### src/rtl/seqsched_pkg.sv
package seqsched_pkg;

  typedef enum logic [1:0] {
    ST_IDLE  = 2'd0,
    ST_RUN   = 2'd1,
    ST_SLEEP = 2'd2
  } schedState_t;

  // Strobes sent from the control FSM to the datapath
  typedef struct packed {
    logic loadSeq;    // capture configuration, begin stage 0
    logic nextStage;  // advance to the following stage
    logic loadSleep;  // load the sleep interval
    logic countDown;  // decrement the shared cycle counter
    logic seqEnd;     // last stage has just finished
  } ctlStrb_t;

endpackage

### src/rtl/seqsched_ctrl.sv
module seqsched_ctrl
  import seqsched_pkg::*;
(
  input  logic     clk,
  input  logic     rst,
  input  logic     cntZero,
  input  logic     lastStage,
  input  logic     lpMode,
  output ctlStrb_t ctl,
  output logic     awake
);

  schedState_t state, stateNxt;

  always_ff @(posedge clk) begin
    if (rst) state <= ST_IDLE;
    else     state <= stateNxt;
  end

  always_comb begin
    ctl      = '0;
    stateNxt = state;
    unique case (state)
      ST_IDLE: begin
        ctl.loadSeq = 1'b1;
        stateNxt    = ST_RUN;
      end
      ST_RUN: begin
        if (!cntZero) begin
          ctl.countDown = 1'b1;
        end else if (lastStage) begin
          ctl.seqEnd = 1'b1;
          if (lpMode) begin
            ctl.loadSleep = 1'b1;
            stateNxt      = ST_SLEEP;
          end else begin
            ctl.loadSeq = 1'b1;
          end
        end else begin
          ctl.nextStage = 1'b1;
        end
      end
      ST_SLEEP: begin
        if (!cntZero) begin
          ctl.countDown = 1'b1;
        end else begin
          ctl.loadSeq = 1'b1;
          stateNxt    = ST_RUN;
        end
      end
      default: stateNxt = ST_IDLE;
    endcase
  end

  assign awake = (state == ST_RUN);


  sleep_hold_chk: assert property (@(posedge clk) disable iff (rst)
    (state == ST_SLEEP && !cntZero) |=> (state == ST_SLEEP));

endmodule

### src/rtl/seqsched_dp.sv
module seqsched_dp
  import seqsched_pkg::*;
#(
  parameter int CYC_PER_UNIT   = 1,
  parameter int SLEEP_STEP_CYC = 500,
  parameter int MAX_STAGES     = 12,
  localparam int IW            = $clog2(MAX_STAGES)
)(
  input  logic          clk,
  input  logic          rst,
  input  ctlStrb_t      ctl,
  input  logic [IW-1:0] stageNum,
  input  logic [1:0]    decSel,
  input  logic          lowPower,
  input  logic [1:0]    sleepCode,
  output logic          cntZero,
  output logic          lastStage,
  output logic          lpMode,
  output logic [IW-1:0] stageIdx,
  output logic          stageStart,
  output logic          seqDone
);

  localparam int LAST_MAX  = MAX_STAGES - 1;
  localparam int MAX_STAGE = 256 * CYC_PER_UNIT;
  localparam int MAX_SLEEP = 4 * SLEEP_STEP_CYC;
  localparam int MAX_CNT   = (MAX_STAGE > MAX_SLEEP) ? MAX_STAGE : MAX_SLEEP;
  localparam int CW        = $clog2(MAX_CNT + 1);

  logic [CW-1:0] cnt;
  logic [IW-1:0] lastReg;
  logic [1:0]    decReg, codeReg;
  logic          lpReg;
  logic [IW-1:0] stageClamp;

  function automatic logic [CW-1:0] stageLenM1(input logic [1:0] d);
    int units;
    units = (d == 2'd0) ? 64 : (d == 2'd1) ? 128 : 256;
    return CW'(units * CYC_PER_UNIT - 1);
  endfunction

  function automatic logic [CW-1:0] sleepLenM1(input logic [1:0] c);
    return CW'((int'(c) + 1) * SLEEP_STEP_CYC - 1);
  endfunction

  assign stageClamp = (stageNum > IW'(LAST_MAX)) ? IW'(LAST_MAX) : stageNum;

  always_ff @(posedge clk) begin
    if (rst) begin
      cnt        <= '0;
      stageIdx   <= '0;
      lastReg    <= '0;
      decReg     <= '0;
      codeReg    <= '0;
      lpReg      <= 1'b0;
      stageStart <= 1'b0;
      seqDone    <= 1'b0;
    end else begin
      stageStart <= ctl.loadSeq | ctl.nextStage;
      seqDone    <= ctl.seqEnd;
      if (ctl.loadSeq) begin
        lastReg  <= stageClamp;
        decReg   <= decSel;
        lpReg    <= lowPower;
        codeReg  <= sleepCode;
        stageIdx <= '0;
        cnt      <= stageLenM1(decSel);
      end else if (ctl.nextStage) begin
        stageIdx <= stageIdx + IW'(1);
        cnt      <= stageLenM1(decReg);
      end else if (ctl.loadSleep) begin
        cnt <= sleepLenM1(codeReg);
      end else if (ctl.countDown) begin
        cnt <= cnt - CW'(1);
      end
    end
  end

  assign cntZero   = (cnt == '0);
  assign lastStage = (stageIdx == lastReg);
  assign lpMode    = lpReg;


  start_pulse_chk: assert property (@(posedge clk) disable iff (rst)
    stageStart |=> !stageStart);


  idx_step_chk: assert property (@(posedge clk) disable iff (rst)
    (stageStart && stageIdx != '0) |-> (stageIdx == $past(stageIdx) + IW'(1)));


  done_pulse_chk: assert property (@(posedge clk) disable iff (rst)
    seqDone |=> !seqDone);


  idx_range_chk: assert property (@(posedge clk) disable iff (rst)
    stageIdx <= IW'(LAST_MAX));


  back_to_back_chk: assert property (@(posedge clk) disable iff (rst)
    (seqDone && !lpReg) |-> (stageStart && stageIdx == '0));

endmodule

### src/rtl/conv_seq_sched.sv
module conv_seq_sched
  import seqsched_pkg::*;
#(
  parameter int CYC_PER_UNIT   = 1,
  parameter int SLEEP_STEP_CYC = 500,
  parameter int MAX_STAGES     = 12,
  localparam int IW            = $clog2(MAX_STAGES)
)(
  input  logic          clk,
  input  logic          rst,
  input  logic [IW-1:0] stageNum,
  input  logic [1:0]    decSel,
  input  logic          lowPower,
  input  logic [1:0]    sleepCode,
  output logic [IW-1:0] stageIdx,
  output logic          stageStart,
  output logic          seqDone,
  output logic          awake
);

  ctlStrb_t ctl;
  logic     cntZero, lastStage, lpMode;

  seqsched_ctrl u_ctrl (
    .clk       (clk),
    .rst       (rst),
    .cntZero   (cntZero),
    .lastStage (lastStage),
    .lpMode    (lpMode),
    .ctl       (ctl),
    .awake     (awake)
  );

  seqsched_dp #(
    .CYC_PER_UNIT   (CYC_PER_UNIT),
    .SLEEP_STEP_CYC (SLEEP_STEP_CYC),
    .MAX_STAGES     (MAX_STAGES)
  ) u_dp (
    .clk        (clk),
    .rst        (rst),
    .ctl        (ctl),
    .stageNum   (stageNum),
    .decSel     (decSel),
    .lowPower   (lowPower),
    .sleepCode  (sleepCode),
    .cntZero    (cntZero),
    .lastStage  (lastStage),
    .lpMode     (lpMode),
    .stageIdx   (stageIdx),
    .stageStart (stageStart),
    .seqDone    (seqDone)
  );


  asleep_no_start_chk: assert property (@(posedge clk) disable iff (rst)
    !awake |-> !stageStart);

endmodule

### config.mk
export PLATFORM = sky130hd
export DESIGN_NAME = conv_seq_sched
export DESIGN_NICKNAME = d
export VERILOG_FILES = /design/src/rtl/seqsched_pkg.sv /design/src/rtl/seqsched_ctrl.sv /design/src/rtl/seqsched_dp.sv /design/src/rtl/conv_seq_sched.sv
export SDC_FILE = /design/constraint.sdc
export NUM_CORES = 1
export LEC_CHECK = 0
export ABC_AREA = 1
export BUFFER_PORTS_ARGS = -buffer_cell sky130_fd_sc_hd__buf_4
export CORE_MARGIN = 2
export CORE_UTILIZATION = 40
export DETAILED_ROUTE_END_ITERATION = 7
export GPL_TIMING_DRIVEN = 0
export PLACE_DENSITY_LB_ADDON = 0.2
export SLEW_MARGIN = 25
export SYNTH_ARGS = -nofsm -noshare
export SYNTH_HDL_FRONTEND = slang
export SYNTH_HIERARCHICAL = 1
export SYNTH_SLANG_ARGS = --single-unit
### constraint.sdc
create_clock -name clk -period 3.25 [get_ports clk]
set_input_delay 0.1625 -clock clk [delete_from_list [all_inputs] [get_ports clk]]
set_output_delay 0.1625 -clock clk [all_outputs]
set_load 0.005 [all_outputs]
==> metrics.txt, run 1 <==
Root Buffer=clkbuf_8; clock slew at reported path FFs=100 ps; Die Y=74.08 um; Starting Density=41.59%; largest net degree at the start of global routing=15; Longest Clk Path Bufs=2; GRT Resource Usage Total=16.67%; Mapped Cells=291; pre-CTS setup slack=278.6 ps; Worst-Margin Slew=533.9 ps; asr flop ratio synth=0%; post-route ant nets=0; setup tns final=0 ps; period utilization=90.31%; die width=74.08 um; DRC Markers=0; Worst EP arrival=3140 ps; CP Data Required Time=3460 ps; run status=completed; Max IR drop VDD=391.7 uV; Yosys reg bits=28; CTS tree=yes; WL per Instance=11.13 um; CP Max Fanout=10; port buffer count=17; total core area=4723 um^2; Die Area=5488 um^2; register area share after synthesis=28.54%; number of global-route vias before repair=1,689; Antenna diodes=0; final std cells w/o fill=378; Mapped Area=1964 um^2; area of the multi-input gates=1176 um^2; Filler cells=490; Yosys cell types=34; Cells after DPL=375; Core Util, Final=47.02%; clock period minus final worst setup slack=2935 ps; Pwr Density=805.0 nW/um^2; clock skew=6.422 ps; H-tree depth=1; Synth area leaders=dfxtp_1 29%, nand2_1 13%, ha_1 9.6%; Cell Chain, Critical Path=inv_1, ha_1, nand2_1, nor3_1, nand2_1, nor2_1, nand2_2, nor3_1, buf_6, inv_4, nand2_2, nor2_4, nor3_4, nand3_1, a21oi_1; RSZ-0062 raised after global routing=no; final setup margin=315.0 ps; Worst-Skew Late Latency=270 ps; vias per cell=4.802; Final setup viols=0; maxcap violations=0; grt ovf=0; cts-stage hold buffer count=0; # nets final=341; DRT Wirelength=4208 um; initial antenna violation count=0; Post-synth top flop=dfxtp_1; Syn. warnings=6; number of synthesized flops with an enable pin=0; number of top-level pins=18; endpoints failing hold=0; CP peak stage delay=330 ps; syn_area_per_cell=6.750 um^2; Design Area, Final=2221 um^2; postcts setup bufs=0; nature of the critical path endpoint=register; 1st-iter DRT viols=76; Clock Sinks=28; cts bufs inserted=3; post-CTS sizing=0; Worst setup SP type=register; FP Rows=25; CP max stage cell=nor2_1; first-pass GRT wire length=7300 um; syn_nets=319; final RePlAce weighted congestion=0.8567; Area growth syn-to-layout=13.06%; post-synth top area cell=dfxtp_1; critical path class=reg2reg; Leak=0.001016 uW; worst rel slew slack=64.40%; Post-DP Area=2176 um^2; Max Fclk=0.3407 GHz; Commonest cells post-synth=69 x nand2_1, 38 x inv_1, 35 x nor2_1; hold crit path type=in2reg; max-slew violation count=0; First-pass DRT Iterations=4; Yosys top cell area share=28.54%; DR vias=1,815; layout cells sized above 1=13.50%; DPL Wire Length=3273 um; Reg area=560.5 um^2; most common cell in the netlist=nand2_1
## cells in the final DEF, fill, tap and decap left out, types with 3 or more instances in the layout
cell,n
buf_4,18
o21ai_0,20
a21oi_1,23
nand3_1,19
nor3_1,4
nand3b_1,3
nand2_1,69
nor2_1,35
inv_1,38
dfxtp_1,28
ha_1,15
or2_2,3
nand2_2,4
clkbuf_8,3
## cell type report
cell class	instances	share of cell area, %
multi-input cells	215	52.96
flip-flops and latches	28	25.24
inverters	42	8.451
repair buffers	17	5.746
well taps	67	3.775
plain buffers	6	1.972
clock buffers	3	1.859
## report_power, final
group / internal, uW / total [uW] / switching (uW)
clock network: 83.3 / 190 / 107
logic: 419 / 1060 / 642
registers: 446 / 537 / 90.4
## routing by layer
layer  wire length [um]  global-route usage (%)  part of all wire (%)  vias to the layer above
li1                   -                       -                     -                      972
met1               2129                   21.51                    51                      816
met2               1910                   29.46                    45                       22
met3                118                   2.033                   2.8                        5
met4                 49                   4.242                   1.2                        0
met5                  0                       0                     0                        -
## registers in the layout (all words and copies together) (netlist names)
register	flops
u_dp/lpMode	1
u_dp/decReg	2
u_ctrl/state	2
u_dp/lastReg	4
u_dp/stageIdx	4
u_dp/stageStart	1
u_dp/cnt	11
u_dp/codeReg	2
u_dp/seqDone	1
## through the flow
step	power, uW	hold slack, ps
floorplan	1370	297.4
global placement	1585	391.3
detailed placement	1600	397.2
CTS	1799	102.8
global route	2001	104.7
finish	1788	106.7
## worst paths after layout
| path | startpoint | endpoint | slack [ps] | depth (start not counted) |
|---|---|---|---|---|
| worst max-delay path | u_dp/cnt[0] | u_dp/cnt[8] | 320 | 15 |
| worst min-delay path | lowPower | u_dp/lpMode | 110 | 3 |
| worst min register to register | u_dp/decReg[1] | u_dp/decReg[1] | 480 | 2 |
| worst max register to register | u_dp/cnt[0] | u_dp/cnt[8] | 320 | 15 |
## cells by family after synthesis
group	Yosys count	synth area share, %
simple gates	145	33.25
flops	28	28.54
buf+inv	48	11.78
compound gates	51	13.95
xor+xnor	2	0.8919
fa+ha+maj	17	11.59
## worst max-delay path: cells and delay by family, from the launching register on
family / cells / cell delay [ps]
fa+ha+maj: 1 / 280
flops: 1 / 320
simple gates: 10 / 1730
compound gates: 1 / 130
buf+inv: 3 / 400
Note: power is estimated with default switching activity, not from simulation.
==> run 2, diff against run 1 <==
- CELL_PAD_IN_SITES_DETAIL_PLACEMENT: default -> 0
- CELL_PAD_IN_SITES_GLOBAL_PLACEMENT: default -> 1
- CORE_UTILIZATION: 40 -> 35
- SYNTH_HIERARCHICAL: 1 -> default
==> metrics.txt, run 2 <==
run status=completed; First-pass DRT Iterations=4; DRT Wirelength=4138 um; CP max stage cell=fa_1; cts-stage hold buffer count=0; Max Fclk=0.3670 GHz; final RePlAce weighted congestion=0.7537; Pwr Density=370.4 nW/um^2; Largest register FFs=11; reg-to-reg critical path startpoint=u_dp.codeReg[0]; Worst-Margin Slew=570.5 ps; Mapped Cells=263; post-route ant nets=0; Area growth syn-to-layout=14.04%; max-slew violation count=0; Synth area leaders=dfxtp_1 30%, nand2_1 11%, inv_1 6.8%; CP Data Required Time=3400 ps; Die Y=77.13 um; post-CTS sizing=0; first-pass GRT wire length=7327 um; Syn. warnings=0; 1st-iter DRT viols=51; period utilization=83.84%; DPL Wire Length=3237 um; nature of the critical path endpoint=register; port buffer count=16; vias per cell=4.637; critical path class=reg2reg; final setup margin=525.1 ps; FP Rows=26; Root Buffer=clkbuf_8; number of synthesized flops with an enable pin=0; top flop regs=u_dp.cnt (11), u_dp.lastReg (4), u_dp.stageIdx (4); flop2flop setup slack=530 ps; GRT Resource Usage Total=15.12%; number of global-route vias before repair=1,562; Starting Density=36.42%; clock skew=3.778 ps; DRC Markers=0; syn_area_per_cell=7.117 um^2; worst hold path depth=3; worst rel slew slack=61.96%; RSZ-0062 raised after global routing=no; Worst-Skew Late Latency=280 ps; Mapped Area=1872 um^2; layout cells sized above 1=16.61%; hold_sp=stageNum[2]; setup tns final=0 ps; CTS tree=yes; total core area=5140 um^2; Cell Chain, Critical Path=inv_1, ha_1, xnor2_1, ha_1, inv_1, fa_1, nand4_1, o22ai_1, a21oi_1, nand2_1, a21oi_1; Hold WS=134.7 ps; Crit path depth=11; Hold EP=u_dp.lastReg[2]; asr flop ratio synth=0%; Core Util, Final=41.53%; die width=77.13 um; Design Area, Final=2135 um^2; Antenna diodes=0; CP peak stage delay=560 ps; H-tree depth=1; grt ovf=0; pre-CTS setup slack=504.5 ps; initial antenna violation count=0; R2R cell count=11; Filler cells=568; Clock Sinks=28; most common cell in the netlist=nand2_1; cts bufs inserted=3; hold crit path type=in2reg; area of the multi-input gates=1144 um^2; Yosys reg bits=28; launch point of the worst path=u_dp.codeReg[0]; Post-DP Area=2079 um^2; clock period minus final worst setup slack=2725 ps; register area share after synthesis=29.95%; Longest Clk Path Bufs=2; Yosys top cell area share=29.95%; Max IR drop VDD=157.3 uV; Worst EP arrival=2870 ps; syn_nets=285; Commonest cells post-synth=57 x nand2_1, 34 x inv_1, 28 x dfxtp_1; largest net degree at the start of global routing=16; post-synth top area cell=dfxtp_1; commonest non-fill, non-tap cell in the layout=nand2_1; clock slew at reported path FFs=100 ps; Final setup viols=0; # nets final=306; postcts setup bufs=0; maxcap violations=0; WL per Instance=11.72 um; Die Area=5949 um^2; Yosys cell types=33; number of top-level pins=18; RR Endpoint=u_dp.cnt[10]; endpoints failing hold=0; Biggest register=u_dp.cnt; Post-synth top flop=dfxtp_1; DR vias=1,637; cell family with most CP delay=adder cells; Leak=0.0009460 uW; CP Max Fanout=6; most frequent cells in the layout=57 x nand2_1, 34 x inv_1, 28 x dfxtp_1; Reg area=560.5 um^2; Worst setup SP type=register; CP bufs+invs=2
-- run 2: changes by cell type after synthesis, sizes merged, moves of 2 or more --
cell,change
buf,-4
bufinv,-2
ha,-6
inv,-2
nand2,-8
nand3,-3
nand3b,-3
nand4,+2
nor2,-7
nor3,-3
or2,-3
xnor2,+3
xor2,+8
-- run 2: per-stage QoR --
stage,power [uW],std cells
after floorplan,531.5,263
after global placement,578.1,349
after detailed placement,577.0,349
after CTS,801.7,353
after global routing,841.2,353
final,790.7,353
-- run 2: metal layers --
metal  vias to the layer above  share of wire (%)  global-route usage (%)
li1                        882                  -                       -
met1                       735                 52                   21.11
met2                        15                 45                   24.52
met3                         5                1.4                   1.412
met4                         0                1.4                   4.821
met5                         -                  0                       0
-- run 2: cells by family after synthesis --
kind of cell	share of synthesized area, %
AOI/OAI and AO/OA	14.24
xor gates and xnor gates	6.083
adders and majority gates	8.155
buffers and inverters	8.957
DFF	29.95
and+or+nand+nor	32.62
-- run 2: layout make-up --
| type | count | share of cell area, % |
|---|---|---|
| clock buffer | 4 | 2.579 |
| timing repair buffer | 16 | 5.627 |
| sequential | 28 | 26.26 |
| tap | 70 | 4.103 |
| multi-input combinational | 193 | 53.58 |
| buffer | 3 | 0.8792 |
| inverter | 39 | 6.975 |
-- run 2: worst max path at each step --
stage                     slack, ps            to
after floorplan                 890   u_dp.cnt[7]
after global placement          460  u_dp.cnt[10]
after detailed placement        500  u_dp.cnt[10]
after CTS                       480  u_dp.cnt[10]
after global routing            240   u_dp.cnt[8]
final                           530  u_dp.cnt[10]
-- run 2: worst min-delay path, cell delays in order --
cell     delay [ps]
buf_4            90
nand3_1          70
o21ai_1          60
-- run 2: report_power, final --
group          internal [uW]  switching, uW
Combinational           72.4            113
Sequential               364           18.8
Clock                    109            114
Total                    545            246
==> run 3, diff against run 2 <==
- clock period: 3.25 -> 2.8 ns (I/O delays scaled with it)
==> metrics.txt, run 3 (synthesized netlist as in run 2, its figures left out) <==
run status=completed; DPL Wire Length=3237 um; Starting Density=36.42%; die width=77.13 um; Reg area=564.3 um^2; clock skew=2.989 ps; Design Area, Final=2146 um^2; CP Max Fanout=6; Final setup viols=0; number of global-route vias before repair=1,562; Worst setup SP type=register; Combinational Power Share=23.6%; Worst-Skew Late Latency=280 ps; commonest non-fill, non-tap cell in the layout=nand2_1; Max IR drop VDD=183.0 uV; Max Fclk=0.3889 GHz; initial antenna violation count=0; Clock Sinks=28; Worst-Margin Slew=570.5 ps; Longest Clk Path Bufs=2; RSZ-0062 raised after global routing=no; total core area=5140 um^2; Largest register FFs=11; most frequent cells in the layout=57 x nand2_1, 34 x inv_1, 27 x dfxtp_1; Die Y=77.13 um; # nets final=306; cts-stage hold buffer count=0; CTS tree=yes; Area growth syn-to-layout=14.64%; top flop regs=u_dp.cnt (11), u_dp.lastReg (4), u_dp.stageIdx (4); worst rel slew slack=61.96%; final RePlAce weighted congestion=0.7537; Worst EP arrival=2720 ps; Antenna diodes=0; CP max stage cell=fa_1; H-tree depth=1; hold crit path type=in2reg; GRT Resource Usage Total=15.12%; Psw=286.6 uW; Cell Chain, Critical Path=inv_1, ha_1, xnor2_2, ha_1, inv_1, fa_1, nand4_1, o22ai_1, a21oi_1, nand2_1, a21oi_1; Sequential Power Share=48.2%; CP Data Required Time=2950 ps; First-pass DRT Iterations=4; Pint=634.6 uW; Hold WS=112.4 ps; FP Rows=26; DR vias=1,634; Sw Share=31.11%; total design power=921.2 uW; layout cells sized above 1=17.31%; nature of the critical path endpoint=register; post-route ant nets=0; clock share of power=28.1%; WL per Instance=11.73 um; cts bufs inserted=3; Filler cells=566; DRC Markers=0; number of top-level pins=18; DRT Wirelength=4142 um; endpoints failing hold=0; Leak=0.0009510 uW; Post-DP Area=2079 um^2; Die Area=5949 um^2; largest net degree at the start of global routing=16; area of the multi-input gates=1151 um^2; maxcap violations=0; first-pass GRT wire length=7327 um; 1st-iter DRT viols=51; clock slew at reported path FFs=100 ps; grt ovf=0; Biggest register=u_dp.cnt; Pwr Density=429.3 nW/um^2; critical path class=reg2reg; period utilization=91.83%; max-slew violation count=0; CP peak stage delay=560 ps; clock period minus final worst setup slack=2571 ps; setup tns final=0 ps; port buffer count=16; vias per cell=4.629; Root Buffer=clkbuf_8
==> run 3: cell counts in the layout (fill, tap and decap cells not counted) <==
No cell type changed its count.
==> run 3: stage by stage <==
| stage | setup slack [ps] | instances | utilization, % |
|---|---|---|---|
| detailed placement | 54.49 | 349 | 40.46 |
| global route | 28.61 | 353 | 41.75 |
| floorplan | 436.3 | 263 | - |
| finish | 228.6 | 353 | 41.75 |
| CTS | 27.22 | 353 | 41.53 |
| global placement | 12.30 | 349 | 40.46 |
==> run 3: power by group through the flow <==
stage / clock, uW / combinational [uW] / sequential [uW]
after global placement: 0 / 218 / 453
final: 259 / 218 / 444
after floorplan: 0 / 168 / 449
after CTS: 269 / 217 / 444
after global routing: 280 / 250 / 449
after detailed placement: 0 / 216 / 453
==> run 3: what timing repair did <==
item | 4_1_cts | 5_1_grt
setup buffers | 0 | 0
setup endpoints to repair | 0 | 4
resized for setup | 0 | 3
==> run 3: worst paths after layout <==
| path | start | to | slack [ps] | depth (start not counted) |
|---|---|---|---|---|
| worst min-delay path | stageNum[2] | u_dp.lastReg[2] | 110 | 3 |
| worst max-delay path | u_dp.codeReg[0] | u_dp.cnt[10] | 230 | 11 |
| worst min register to register | u_dp.decReg[0] | u_dp.decReg[0] | 480 | 2 |
| worst max register to register | u_dp.codeReg[0] | u_dp.cnt[10] | 230 | 11 |
==> run 3: cell type report <==
| cell class | count | share of cell area, % |
|---|---|---|
| timing repair buffer | 16 | 5.598 |
| sequential | 28 | 26.30 |
| tap | 70 | 4.082 |
| clock buffer | 4 | 2.566 |
| buffer | 3 | 0.8746 |
| multi-input combinational | 193 | 53.64 |
| inverter | 39 | 6.939 |
==> run 3: critical path: cells and delay by family (launching register included) <==
family | cells | cell delay, ps
xor gates and xnor gates | 1 | 180
and+or+nand+nor | 2 | 200
AOI/OAI and AO/OA | 3 | 380
DFF | 1 | 400
buffers and inverters | 2 | 180
adders and majority gates | 3 | 1090
==> run 3: layer usage <==
metal  routed length (um)  global-route usage, %
met2                 1873                  24.52
met5                    0                      0
met3                   60                  1.412
met4                   57                  4.821
met1                 2151                  21.11
